$ cat src/rtl/pm_trig_pkg.sv
package pm_trig_pkg;
  localparam int NRING  = 2;
  localparam int RING_W = (NRING > 1) ? $clog2(NRING) : 1;
  typedef logic [NRING-1:0]  ring_mask_t;
  typedef logic [RING_W-1:0] ring_idx_t;
endpackage

$ cat src/rtl/pm_flag_edge.sv
module pm_flag_edge #(
  parameter int STAGES = 2
) (
  input  logic clk,
  input  logic rst_n,
  input  logic permit_async,
  output logic fall
);
  logic [STAGES-1:0] chain;
  logic              prev;

  always_ff @(posedge clk) begin
    if (!rst_n) begin
      chain <= '1;
      prev  <= 1'b1;
    end else begin
      chain <= {chain[STAGES-2:0], permit_async};
      prev  <= chain[STAGES-1];
    end
  end

  assign fall = prev & ~chain[STAGES-1];
endmodule

$ cat src/rtl/pm_arm_ctrl.sv
module pm_arm_ctrl #(
  parameter int REARM_TICKS  = 2,
  parameter bit ARM_AT_RESET = 1'b1
) (
  input  logic clk,
  input  logic rst_n,
  input  logic tick,
  input  logic dis_cmd,
  input  logic en_cmd,
  output logic armed
);
  localparam int CNT_W = $clog2(REARM_TICKS + 1);

  logic [CNT_W-1:0] remain;

  always_ff @(posedge clk) begin
    if (!rst_n) begin
      armed  <= ARM_AT_RESET;
      remain <= '0;
    end else if (dis_cmd) begin
      armed  <= 1'b0;
      remain <= CNT_W'(REARM_TICKS);
    end else if (en_cmd) begin
      armed  <= 1'b1;
      remain <= '0;
    end else if (tick && remain != '0) begin
      remain <= remain - 1'b1;
      if (remain == CNT_W'(1)) armed <= 1'b1;
    end
  end
endmodule

$ cat src/rtl/pm_req_serializer.sv
module pm_req_serializer
  import pm_trig_pkg::*;
#(
  parameter int N = NRING
) (
  input  logic             clk,
  input  logic             rst_n,
  input  logic             tick,
  input  logic [N-1:0]     fire,
  output logic             req,
  output logic [RING_W-1:0] req_ring
);
  logic [N-1:0]      pending;
  logic [N-1:0]      queued;
  logic [N-1:0]      cand;
  logic [N-1:0]      grant;
  logic [RING_W-1:0] sel;
  logic              any;

  assign cand = queued | (tick ? pending : '0);

  always_comb begin
    sel   = '0;
    any   = 1'b0;
    grant = '0;
    for (int i = 0; i < N; i++) begin
      if (cand[i] && !any) begin
        sel      = RING_W'(i);
        any      = 1'b1;
        grant[i] = 1'b1;
      end
    end
  end

  always_ff @(posedge clk) begin
    if (!rst_n) begin
      pending  <= '0;
      queued   <= '0;
      req      <= 1'b0;
      req_ring <= '0;
    end else begin
      pending  <= tick ? fire : (pending | fire);
      queued   <= cand & ~grant;
      req      <= any;
      req_ring <= sel;
    end
  end
endmodule

$ cat src/rtl/pm_trig_top.sv
module pm_trig_top
  import pm_trig_pkg::*;
#(
  parameter int SYNC_STAGES  = 2,
  parameter int REARM_TICKS  = 2,
  parameter bit ARM_AT_RESET = 1'b1
) (
  input  logic              clk,
  input  logic              rst_n,
  input  logic              slow_tick,
  input  logic [NRING-1:0]  beam_permit,
  input  logic [NRING-1:0]  pm_disable,
  input  logic [NRING-1:0]  pm_enable,
  input  logic              pm_inhibit,
  output logic              pm_req,
  output logic [RING_W-1:0] pm_ring,
  output logic [NRING-1:0]  dump_req
);
  ring_mask_t fall_vec;
  ring_mask_t armed_vec;
  ring_mask_t fire_vec;

  for (genvar r = 0; r < NRING; r++) begin : g_ring
    pm_flag_edge #(.STAGES(SYNC_STAGES)) i_edge (
      .clk          (clk),
      .rst_n        (rst_n),
      .permit_async (beam_permit[r]),
      .fall         (fall_vec[r])
    );

    pm_arm_ctrl #(.REARM_TICKS(REARM_TICKS), .ARM_AT_RESET(ARM_AT_RESET)) i_arm (
      .clk     (clk),
      .rst_n   (rst_n),
      .tick    (slow_tick),
      .dis_cmd (pm_disable[r]),
      .en_cmd  (pm_enable[r]),
      .armed   (armed_vec[r])
    );
  end

  assign fire_vec = fall_vec & armed_vec & {NRING{~pm_inhibit}};

  always_ff @(posedge clk) begin
    if (!rst_n) dump_req <= '0;
    else        dump_req <= fall_vec;
  end

  pm_req_serializer #(.N(NRING)) i_ser (
    .clk      (clk),
    .rst_n    (rst_n),
    .tick     (slow_tick),
    .fire     (fire_vec),
    .req      (pm_req),
    .req_ring (pm_ring)
  );
endmodule

$ cat config.mk
export PLATFORM = sky130hd
export DESIGN_NAME = pm_trig_top
export DESIGN_NICKNAME = d
export VERILOG_FILES = /design/src/rtl/pm_trig_pkg.sv /design/src/rtl/pm_flag_edge.sv /design/src/rtl/pm_arm_ctrl.sv /design/src/rtl/pm_req_serializer.sv /design/src/rtl/pm_trig_top.sv
export SDC_FILE = /design/constraint.sdc
export NUM_CORES = 1
export LEC_CHECK = 0
export CORE_UTILIZATION = 48
export DETAILED_ROUTE_END_ITERATION = 10
export GPL_TIMING_DRIVEN = 0
export MAX_ROUTING_LAYER = met4
export PLACE_DENSITY = 0.8
export SYNTH_ARGS = -nofsm -noshare
export SYNTH_HDL_FRONTEND = slang
export SYNTH_SLANG_ARGS = --single-unit
$ cat constraint.sdc
create_clock -name clk -period 1.59 [get_ports clk]
set_input_delay 0.3975 -clock clk [delete_from_list [all_inputs] [get_ports clk]]
set_output_delay 0.3975 -clock clk [all_outputs]
set_load 0.05 [all_outputs]
==> summary.txt, run 1 <==
GRT
  • First-pass GRT wire length: 1550 um
  • Vias in the first global route: ~430
  • Largest net degree at the start of global routing: 11
  • GRT Util Overall: approximately 15%
  • Antenna violations before repair: 0
  • Gr ovfl total: 0

Clocking
  • Post-CTS setup buffer count: 0
  • Clock latency on the worst-skew pair: 0.28 ns
  • Clock root buffer: clkbuf_4
  • H-tree Lvls: 1
  • Clock transition at path regs: around 0.1 ns
  • CTS tree: yes
  • Clock tree buffer depth: 2
  • Clk sinks: 19
  • Cts bufs inserted: 3

Logic synthesis
  • Synthesized net count: 80
  • Cell taking the most area after synthesis: dfxtp_1
  • Top area cells in the synthesized netlist: dfxtp_1 (53%), ha_1 (7.0%), nand2b_1 (5.2%)
  • Mapped cell area: around 720 um^2
  • Synthesized instance count: between 60 and 70
  • Register area share after synthesis: approximately 53%
  • Synth cell types: 22
  • Post-synthesis area per instance: 10.9 um^2
  • #FFs+latches synth: 19
  • Synth Warn #: 0
  • Post-synth top area share: a little over half

Cells and area
  • FF+latch area: between 300 and 400 um^2
  • Ant diodes: 0
  • P&R area growth vs syn: 23.7%
  • Share of cells above drive strength 1: under 10%
  • Nets: 98
  • Most frequent cells in the layout: dfxtp_1 (19), clkdlybuf4s50_1 (9), nand2b_1 (6)
  • Multi-input gate area: about 310 um^2
  • Commonest non-fill, non-tap cell in the layout: dfxtp_1
  • Core Util, Final: around 66%
  • # fillers: between 100 and 150
  • Final Cell Area: approximately 890 um^2

Die
  • Die height: around 41 um
  • Initial cell density of the core: a little over half
  • DIE AREA: between 0.0015 and 0.002 mm^2
  • Cell row count: 13
  • Core area: 0.00135 mm^2
  • Ports: 14
  • Die width: between 40 and 50 um

Timing
  • Fmax: about 0.65 GHz
  • Fin crit period: ~1.5 ns
  • Slew headroom: between 60% and 70%
  • Setup Skew: 0.00164 ns
  • Fin. Hold Viols: 0
  • Setup violators final: 0
  • Measured slew at the worst slew-check pin: just under 0.5 ns
  • Pins over their slew limit: 0
  • Final period util: 96.3%
  • RSZ-0062 raised after global routing: false

Drt
  • First-pass iteration count of the detailed router: 3
  • Post-route DRC: 0
  • Avg WL per Cell: around 10 um
  • Final WL: 1030 um
  • DRT antenna net count: 0
  • DRT iter0 DRCs: 1
  • DR vias: 510
  • Vias/cell: around 5.2

Worst setup path
  • Crit path kind: reg -> out
  • Cell Chain, Critical Path: dlygate4sd2_1
  • Slowest stage delay, CP: 0.52 ns
  • CP delay by family, top: buffers and inverters
  • CP required: 1.19 ns
  • Critical path endpoint category: primary output
  • Critical path buffer and inverter count: 1
  • Reg-to-reg slack, setup: 0.31 ns
  • Slowest CP cell: dlygate4sd2_1
  • CP max FO: 1
  • Setup crit start kind: flip-flop
  • CP Data Arrival Time: between 1 and 1.5 ns

Placed design
  • Post-DP Area: slightly below 900 um^2
  • Hpwl dp: just over 800 um
  • Number of port buffers: 13
  • Routability cong.: 0.644

Pwr
  • Pleak: approximately 0.37 nW
  • Maximum VDD drop: slightly below 0.8 mV
  • Power Dens Cells: approximately 910 mW/mm^2

Job
  • Max-cap violations: 0

Outcome
  • Outcome: finished, final reports clean

Hold path
  • Worst hold path type: reg -> reg
[sequential cells by signal (all words and copies together), names as in the netlist]
signal,count
i_ser.queued,1
g_ring.i_arm.armed,2
g_ring.i_arm.remain,4
i_ser.pending,2
i_ser.req,1
dump_req,2
g_ring.i_edge.chain,4
i_ser.req_ring,1
g_ring.i_edge.prev,2
[metal layers]
layer / vias to the layer above / GRT usage [%] / wire, um / part of all wire (%)
li1: 261 / - / - / -
met1: 235 / 13.4 / 456 / 44
met2: 12 / 28.2 / 513 / 50
met3: 2 / 9.78 / 49 / 4.8
met4: 0 / 2.50 / 7 / 0.68
met5: - / - / 0 / 0
[power by group]
group	switching, mW	total [mW]	leakage [nW]	internal [mW]
sequential	0.00619	0.499	0.156	0.492
combinational	0.0382	0.0827	0.199	0.0445
clock	0.131	0.228	0.0150	0.0974
total	0.175	0.809	0.370	0.634
[path summary, 6_finish.rpt]
check | from | end | cells after the start
hold reg to reg | g_ring[0].i_edge.chain[0] | g_ring[0].i_edge.chain[1] | 1
setup reg to reg | g_ring[0].i_arm.remain[0] | g_ring[0].i_arm.remain[1] | 5
hold / removal | g_ring[0].i_edge.chain[0] | g_ring[0].i_edge.chain[1] | 1
setup / recovery | dump_req[1] | dump_req[1] | 1
[logic make-up (layout without fill, tap and decap cells)]
| family | count (synthesis) | count (layout) | share of synthesized area (%) |
|---|---|---|---|
| adder cells (fa/ha/maj) | 4 | 4 | 6.97 |
| XOR/XNOR | 2 | 2 | 2.44 |
| AO/OA/AOI/OAI | 12 | 12 | 12.0 |
| buffers and inverters | 6 | 23 | 3.31 |
| AND/OR/NAND/NOR | 23 | 23 | 22.3 |
| flip-flops | 19 | 19 | 53.0 |
[synth_stat cells, drive strengths merged]
master,number
dfxtp,19
nand2b,6
inv,5
ha,4
nand2,3
nor4b,3
o21a,3
o21ai,3
a211oi,2
and2b,2
nor2,2
nor3,2
nor3b,2
o31a,2
xnor2,2
a21oi,1
and3b,1
buf,1
nand3b,1
nor2b,1
o2111a,1
[per-stage QoR]
stage | setup TNS [ns] | hold slack, ns | total power [mW] | setup WS, ns | cells
2_1_floorplan | 0 | 0.386 | 0.553 | 0.384 | 66
3_3_place_gp | -0.492 | 0.388 | 0.592 | -0.124 | 94
3_5_place_dp | -0.517 | 0.398 | 0.595 | -0.122 | 94
4_1_cts | 0 | 0.422 | 0.823 | 0.0374 | 98
5_1_grt | 0 | 0.432 | 0.850 | 0.00199 | 98
6_report | 0 | 0.420 | 0.809 | 0.0595 | 98
[layout make-up]
cell class / count / share of cell area, %
Sequential cell: 19 / 42.8
Clock buffer: 4 / 2.96
Buffer: 1 / 0.563
Tap cell: 15 / 2.11
Inverter: 5 / 2.11
Timing Repair Buffer: 13 / 14.1
Multi-Input combinational cell: 41 / 35.4
[what timing repair did]
| action | in CTS | in global routing |
|---|---|---|
| resized for setup | 4 | 0 |
| hold buffers | 0 | 0 |
| endpoints found under the setup margin | 4 | 0 |
No activity file was read; power rests on OpenSTA's default activity.
==> run 2: changes to the inputs <==
- ABC_AREA: not set -> 1
- CORE_UTILIZATION: 48 -> 49
==> run 2 against run 1 <==
Compared with the run above: critical path depth unchanged; register-to-register slack improved by 0.14 ns; first-iteration DRC count increased to 9.0 times the previous value; utilization increased by 1.3 points; sequential power about the same; design area increased by 4.5%; combinational power increased by 19%; final cell count increased by 32%; total power increased by 2.3%; critical path type unchanged; largest power group unchanged.
==> summary.txt, run 2 <==
Clocking
  • Clock tree buffer depth: 2 (unchanged)
  • Clock latency on the worst-skew pair: 0.29 ns (was 0.28 ns)
  • Post-CTS setup buffer count: 0 (unchanged)
  • CTS tree: yes (unchanged)
  • H-tree Lvls: 1 (unchanged)
  • Cts bufs inserted: 3 (unchanged)
  • Clk sinks: 19 (unchanged)
  • Clock root buffer: clkbuf_4 (unchanged)
  • Clock transition at path regs: 0.10 ns (about the same)

Placed design
  • Post-DP Area: 906 um^2 (was 867 um^2)
  • Hpwl dp: 1010 um (was 809 um)
  • Post-Place Worst Slack: 0.0406 ns (was -0.122 ns)
  • Routability cong.: 0.762 (was 0.644)
  • Number of port buffers: 12 (was 13)

Cells and area
  • # fillers: 134 (was 121)
  • Final Cell Area: 928 um^2 (was 888 um^2)
  • Nets: 129 (was 98)
  • Top Registers: g_ring.i_arm.remain: 4 flops, g_ring.i_edge.chain: 4 flops (unchanged)
  • Share of cells above drive strength 1: 11.4% (was 9.64%)
  • P&R area growth vs syn: 21.0% (was 23.7%)
  • Ant diodes: 0 (unchanged)
  • Most frequent cells in the layout: nand2_1 (25), dfxtp_1 (19), inv_1 (14) (was dfxtp_1 (19), clkdlybuf4s50_1 (9), nand2b_1 (6))
  • Commonest non-fill, non-tap cell in the layout: nand2_1 (was dfxtp_1)

Timing
  • Setup Skew: 0.00183 ns (was 0.00164 ns)
  • Measured slew at the worst slew-check pin: 0.488 ns (was 0.486 ns)
  • Fin. Hold Viols: 0 (unchanged)
  • Fin crit period: 1.53 ns (about the same)
  • Setup violators final: 0 (unchanged)
  • Final setup margin: 0.0626 ns (was 0.0595 ns)
  • Slew headroom: 67.6% (was 67.8%)
  • Final period util: 96.1% (was 96.3%)
  • Pins over their slew limit: 0 (unchanged)
  • Total Neg Setup Slack: 0 ns (unchanged)
  • RSZ-0062 raised after global routing: false (unchanged)
  • Fmax: 0.655 GHz (was 0.653 GHz)

Worst setup path
  • CP max FO: 1 (unchanged)
  • Cell Chain, Critical Path: dlygate4sd2_1 (unchanged)
  • CP delay by family, top: buffers and inverters (unchanged)
  • Setup crit start kind: flip-flop (unchanged)
  • Crit path kind: reg -> out (unchanged)
  • CP Data Arrival Time: 1.13 ns (about the same)
  • Slowest stage delay, CP: 0.52 ns (about the same)
  • Critical path endpoint category: primary output (unchanged)
  • CP required: 1.19 ns (about the same)
  • Slowest CP cell: dlygate4sd2_1 (unchanged)
  • Critical path buffer and inverter count: 1 (unchanged)

Logic synthesis
  • Mapped cell area: 767 um^2 (was 718 um^2)
  • Synthesized instance count: 98 (was 66)
  • Post-synth top area share: 49.6% (was 53.0%)
  • Synthesized net count: 112 (was 80)
  • Synth cell types: 15 (was 22)
  • Cell taking the most area after synthesis: dfxtp_1 (unchanged)
  • Top_reg_cell synth: dfxtp_1 (unchanged)
  • Top area cells in the synthesized netlist: dfxtp_1 (50%), nand2_1 (12%), inv_1 (6.9%) (was dfxtp_1 (53%), ha_1 (7.0%), nand2b_1 (5.2%))
  • Most common cell in the netlist: nand2_1 (was dfxtp_1)
  • #FFs+latches synth: 19 (unchanged)
  • Async SR Flop Fraction: 0% (unchanged)
  • Number of flops mapped to enable cells by yosys: 0 (unchanged)
  • Synth Warn #: 0 (unchanged)
  • Post-synthesis area per instance: 7.83 um^2 (was 10.9 um^2)
  • Synth cell count leaders: nand2_1 (25), dfxtp_1 (19), inv_1 (14) (was dfxtp_1 (19), nand2b_1 (6), inv_1 (5))
  • Register area share after synthesis: 49.6% (was 53.0%)

Pwr
  • Power Dens Cells: 892 mW/mm^2 (was 911 mW/mm^2)
  • Maximum VDD drop: 0.720 mV (was 0.784 mV)
  • Total power draw: 0.828 mW (was 0.809 mW)
  • Pleak: 0.460 nW (was 0.370 nW)

GRT
  • Gr ovfl total: 0 (unchanged)
  • Antenna violations before repair: 0 (unchanged)
  • First-pass GRT wire length: 2290 um (was 1550 um)
  • Largest net degree at the start of global routing: 12 (was 11)
  • GRT Util Overall: 17.1% (was 15.5%)
  • Vias in the first global route: 562 (was 431)

Die
  • Ports: 14 (unchanged)
  • Core area: 0.00138 mm^2 (was 0.00135 mm^2)
  • Die height: 41.6 um (was 40.7 um)
  • Initial cell density of the core: 55.5% (was 53.2%)
  • Cell row count: 13 (unchanged)
  • Die width: 41.6 um (was 40.7 um)
  • DIE AREA: 0.00173 mm^2 (was 0.00165 mm^2)

Drt
  • Post-route DRC: 0 (unchanged)
  • First-pass iteration count of the detailed router: 4 (was 3)
  • Met1 wire length: 546 um (was 456 um)
  • Met2 wire len: 658 um (was 513 um)
  • DRT antenna net count: 0 (unchanged)
  • Max layer used: met4 (unchanged)
  • Metal3 WL: 56 um (was 49 um)
  • Final WL: 1270 um (was 1030 um)
  • DRT iter0 DRCs: 9 (was 1)
  • Vias/cell: 4.91 (was 5.20)
  • Avg WL per Cell: 9.82 um (was 10.5 um)
  • DR vias: 633 (was 510)

Hold path
  • Worst hold path type: in -> reg (was reg -> reg)

Outcome
  • Outcome: finished, final reports clean (unchanged)

Job
  • Max-cap violations: 0 (unchanged)
[run 2: cell count changes after synthesis, moves of 3 or more]
cell | previous run | this run
nand2b_1 | 6 | 0
or2_2 | 0 | 4
nand3_1 | 0 | 6
o21a_1 | 3 | 0
inv_1 | 5 | 14
nand2_1 | 3 | 25
a21oi_1 | 1 | 5
nor2_1 | 2 | 13
[run 2: cells by family (layout without fill, tap and decap cells)]
logic type | count (synthesis) | after routing | share of synthesized area, %
and+or+nand+nor | 52 | 52 | 30.3
adders and majority gates | 4 | 4 | 6.53
AOI/OAI and AO/OA | 6 | 6 | 3.91
DFF | 19 | 19 | 49.6
buffers and inverters | 17 | 33 | 9.62
[run 2: final cells by class]
cell class | instances | area [um^2] | area share [%]
clock buffer | 3 | 22.5 | 2.43
inverter | 16 | 62.6 | 6.74
sequential | 19 | 380 | 41.0
tap | 15 | 18.8 | 2.02
buffer | 1 | 11.3 | 1.21
timing repair buffer | 12 | 115 | 12.4
multi-input combinational | 62 | 313 | 33.7
clock inverter | 1 | 5.00 | 0.539
[run 2: what timing repair did]
item | in CTS | in global routing
endpoints found under the setup margin | 4 | 0
gates resized for setup | 4 | 0
hold buffers | 0 | 0
[run 2: routing by layer]
metal / GRT usage [%] / vias to the layer above
met4: 1.94 / 0
li1: - / 329
met2: 28.7 / 13
met5: - / -
met1: 20.8 / 289
met3: 5.22 / 2
[run 2: worst paths after layout]
kind	startpoint	end	slack, ns	depth (start not counted)
max reg2reg	g_ring[1].i_arm.remain[0]	g_ring[1].i_arm.remain[1]	0.45	8
max	dump_req[1]	dump_req[1]	0.06	1
min reg2reg	g_ring[1].i_edge.chain[0]	g_ring[1].i_edge.chain[1]	0.42	1
min	rst_n	g_ring[1].i_edge.prev	0.31	2
[run 2: report_power, final]
group | switching, mW | internal, mW | leakage [nW]
clock | 0.138 | 0.0934 | 0.0177
combinational | 0.0535 | 0.0448 | 0.286
sequential | 0.00600 | 0.492 | 0.156
[run 2: per-stage QoR]
step	hold WS [ns]	instances	util [%]
2_1_floorplan	0.392	98	-
4_1_cts	0.311	129	67.1
3_3_place_gp	0.396	125	65.5
3_5_place_dp	0.401	125	65.5
5_1_grt	0.304	129	67.1
6_report	0.312	129	67.1
==> run 3: changes to the inputs <==
- CORE_MARGIN: not set -> 1.5
- SETUP_SLACK_MARGIN: not set -> 0.2
==> run 3 against run 2 <==
Compared with the run above: sequential share of layout area is 0.17 points higher; die area is 4.9% higher; wire length is 2.2% higher; design area is 0.40% lower; largest cell class unchanged; highest routed layer unchanged; critical path depth stayed put.
==> summary.txt, run 3 (synthesis gave the netlist of run 2 again) <==
Outcome
  • Outcome: finished, final reports clean (unchanged)

Pwr
  • Pleak: 0.447 nW (was 0.460 nW)
  • Internal Power: 0.631 mW (about the same)
  • Power Dens Cells: 896 mW/mm^2 (was 892 mW/mm^2)
  • Total power draw: 0.828 mW (about the same)
  • Switching Share: 23.8% (about the same)
  • Clk pwr share: 27.9% (about the same)
  • NetSw: 0.197 mW (about the same)
  • Sequential Power Share: 60.2% (about the same)
  • Maximum VDD drop: 0.766 mV (was 0.720 mV)
  • Logic gate share of total power: 11.9% (about the same)

Worst setup path
  • CP delay by family, top: buffers and inverters (unchanged)
  • Setup crit start kind: flip-flop (unchanged)
  • Slowest stage delay, CP: 0.36 ns (was 0.52 ns)
  • CP required: 1.19 ns (about the same)
  • CP max FO: 1 (unchanged)
  • Crit path kind: reg -> out (unchanged)
  • Slowest CP cell: clkdlybuf4s18_2 (was dlygate4sd2_1)
  • Critical path endpoint category: primary output (unchanged)
  • Critical path buffer and inverter count: 1 (unchanged)
  • CP Data Arrival Time: 0.96 ns (was 1.13 ns)
  • Cell Chain, Critical Path: clkdlybuf4s18_2 (was dlygate4sd2_1)

Drt
  • First-pass iteration count of the detailed router: 4 (unchanged)
  • Post-route DRC: 0 (unchanged)
  • DR vias: 611 (was 633)
  • Avg WL per Cell: 9.96 um (was 9.82 um)
  • DRT iter0 DRCs: 13 (was 9)
  • DRT antenna net count: 0 (unchanged)
  • Final WL: 1300 um (was 1270 um)
  • Vias/cell: 4.70 (was 4.91)

Die
  • DIE AREA: 0.00181 mm^2 (was 0.00173 mm^2)
  • Core area: 0.00149 mm^2 (was 0.00138 mm^2)
  • Die height: 42.6 um (was 41.6 um)
  • Initial cell density of the core: 51.5% (was 55.5%)
  • Ports: 14 (unchanged)
  • Cell row count: 14 (was 13)
  • Die width: 42.6 um (was 41.6 um)

Placed design
  • Routability cong.: 0.825 (was 0.762)
  • Dpl cells: 126 (was 125)
  • Post-Place Worst Slack: 0.0471 ns (was 0.0406 ns)
  • Hpwl dp: 1010 um (about the same)
  • Post-DP Area: 907 um^2 (was 906 um^2)
  • Number of port buffers: 12 (unchanged)

GRT
  • Antenna violations before repair: 0 (unchanged)
  • Vias in the first global route: 551 (was 562)
  • Largest net degree at the start of global routing: 12 (unchanged)
  • Gr ovfl total: 0 (unchanged)
  • GRT Util Overall: 16.9% (was 17.1%)
  • First-pass GRT wire length: 2170 um (was 2290 um)

Timing
  • RSZ-0062 raised after global routing: false (unchanged)
  • Measured slew at the worst slew-check pin: 0.299 ns (was 0.488 ns)
  • Final hold slack: 0.309 ns (was 0.312 ns)
  • Final period util: 85.3% (was 96.1%)
  • Final setup margin: 0.233 ns (was 0.0626 ns)
  • Slew headroom: 80.0% (was 67.6%)
  • Fin. Hold Viols: 0 (unchanged)
  • Fmax: 0.737 GHz (was 0.655 GHz)
  • Total Neg Setup Slack: 0 ns (unchanged)
  • Setup violators final: 0 (unchanged)
  • Setup Skew: 0.00524 ns (was 0.00183 ns)
  • Fin crit period: 1.36 ns (was 1.53 ns)
  • Pins over their slew limit: 0 (unchanged)

Clocking
  • Clock root buffer: clkbuf_4 (unchanged)
  • Clock tree buffer depth: 2 (unchanged)
  • Clk sinks: 19 (unchanged)
  • Cts bufs inserted: 3 (unchanged)
  • Post-CTS setup buffer count: 0 (unchanged)
  • H-tree Lvls: 1 (unchanged)
  • CTS tree: yes (unchanged)
  • Clock transition at path regs: 0.10 ns (about the same)
  • Clock latency on the worst-skew pair: 0.29 ns (about the same)

Cells and area
  • Nets: 129 (unchanged)
  • Most frequent cells in the layout: nand2_1 (25), dfxtp_1 (19), inv_1 (14) (unchanged)
  • Final Cell Area: 925 um^2 (was 928 um^2)
  • Share of cells above drive strength 1: 14.9% (was 11.4%)
  • Ant diodes: 0 (unchanged)
  • Finished Layout Cells: 130 (was 129)
  • Commonest non-fill, non-tap cell in the layout: nand2_1 (unchanged)
  • P&R area growth vs syn: 20.6% (was 21.0%)
  • Top Registers: g_ring.i_arm.remain: 4 flops, g_ring.i_edge.chain: 4 flops (unchanged)
  • Core Util, Final: 62.1% (was 67.1%)

Hold path
  • Worst hold path type: in -> reg (unchanged)

Job
  • Max-cap violations: 0 (unchanged)
-- run 3: cell type report --
| cell class | count | area [um^2] |
|---|---|---|
| Inverter | 16 | 62.6 |
| Timing Repair Buffer | 12 | 110 |
| Clock buffer | 3 | 22.5 |
| Buffer | 1 | 11.3 |
| Fill cell | 135 | 564 |
| Sequential cell | 19 | 380 |
| Tap cell | 16 | 20.0 |
| Multi-Input combinational cell | 62 | 313 |
| Clock inverter | 1 | 5.00 |
-- run 3: path summary, 6_finish.rpt --
| path | startpoint | to | slack, ns | depth (start not counted) |
|---|---|---|---|---|
| setup / recovery | i_ser.req_ring | pm_ring | 0.23 | 1 |
| hold / removal | rst_n | g_ring[1].i_edge.prev | 0.31 | 2 |
| setup reg to reg | g_ring[0].i_arm.remain[0] | g_ring[0].i_arm.armed | 0.45 | 6 |
| hold reg to reg | g_ring[0].i_edge.chain[0] | g_ring[0].i_edge.chain[1] | 0.42 | 1 |
-- run 3: layer usage --
| metal | global-route usage [%] | share of wire [%] | routed length, um | vias to the layer above |
|---|---|---|---|---|
| met5 | - | 0 | 0 | - |
| met4 | 7.50 | 1.5 | 19 | 0 |
| met3 | 6.90 | 5.2 | 67 | 2 |
| met2 | 25.8 | 48 | 623 | 15 |
| met1 | 19.4 | 45 | 584 | 265 |
| li1 | - | - | - | 329 |
-- run 3: repair_timing --
item | 4_1_cts | 5_1_grt
hold buffers | 0 | 0
cloned | 0 | 0
hold endpoints to repair | 0 | 0
gates resized for setup | 12 | 6
endpoints found under the setup margin | 4 | 4
-- run 3: power by group through the flow --
| stage | sequential (mW) | clock, mW | combinational, mW |
|---|---|---|---|
| after floorplan | 0.514 | 0 | 0.0565 |
| after global placement | 0.509 | 0 | 0.0964 |
| after detailed placement | 0.510 | 0 | 0.0996 |
| after CTS | 0.499 | 0.241 | 0.0996 |
| after global routing | 0.500 | 0.255 | 0.110 |
| final | 0.499 | 0.231 | 0.0985 |
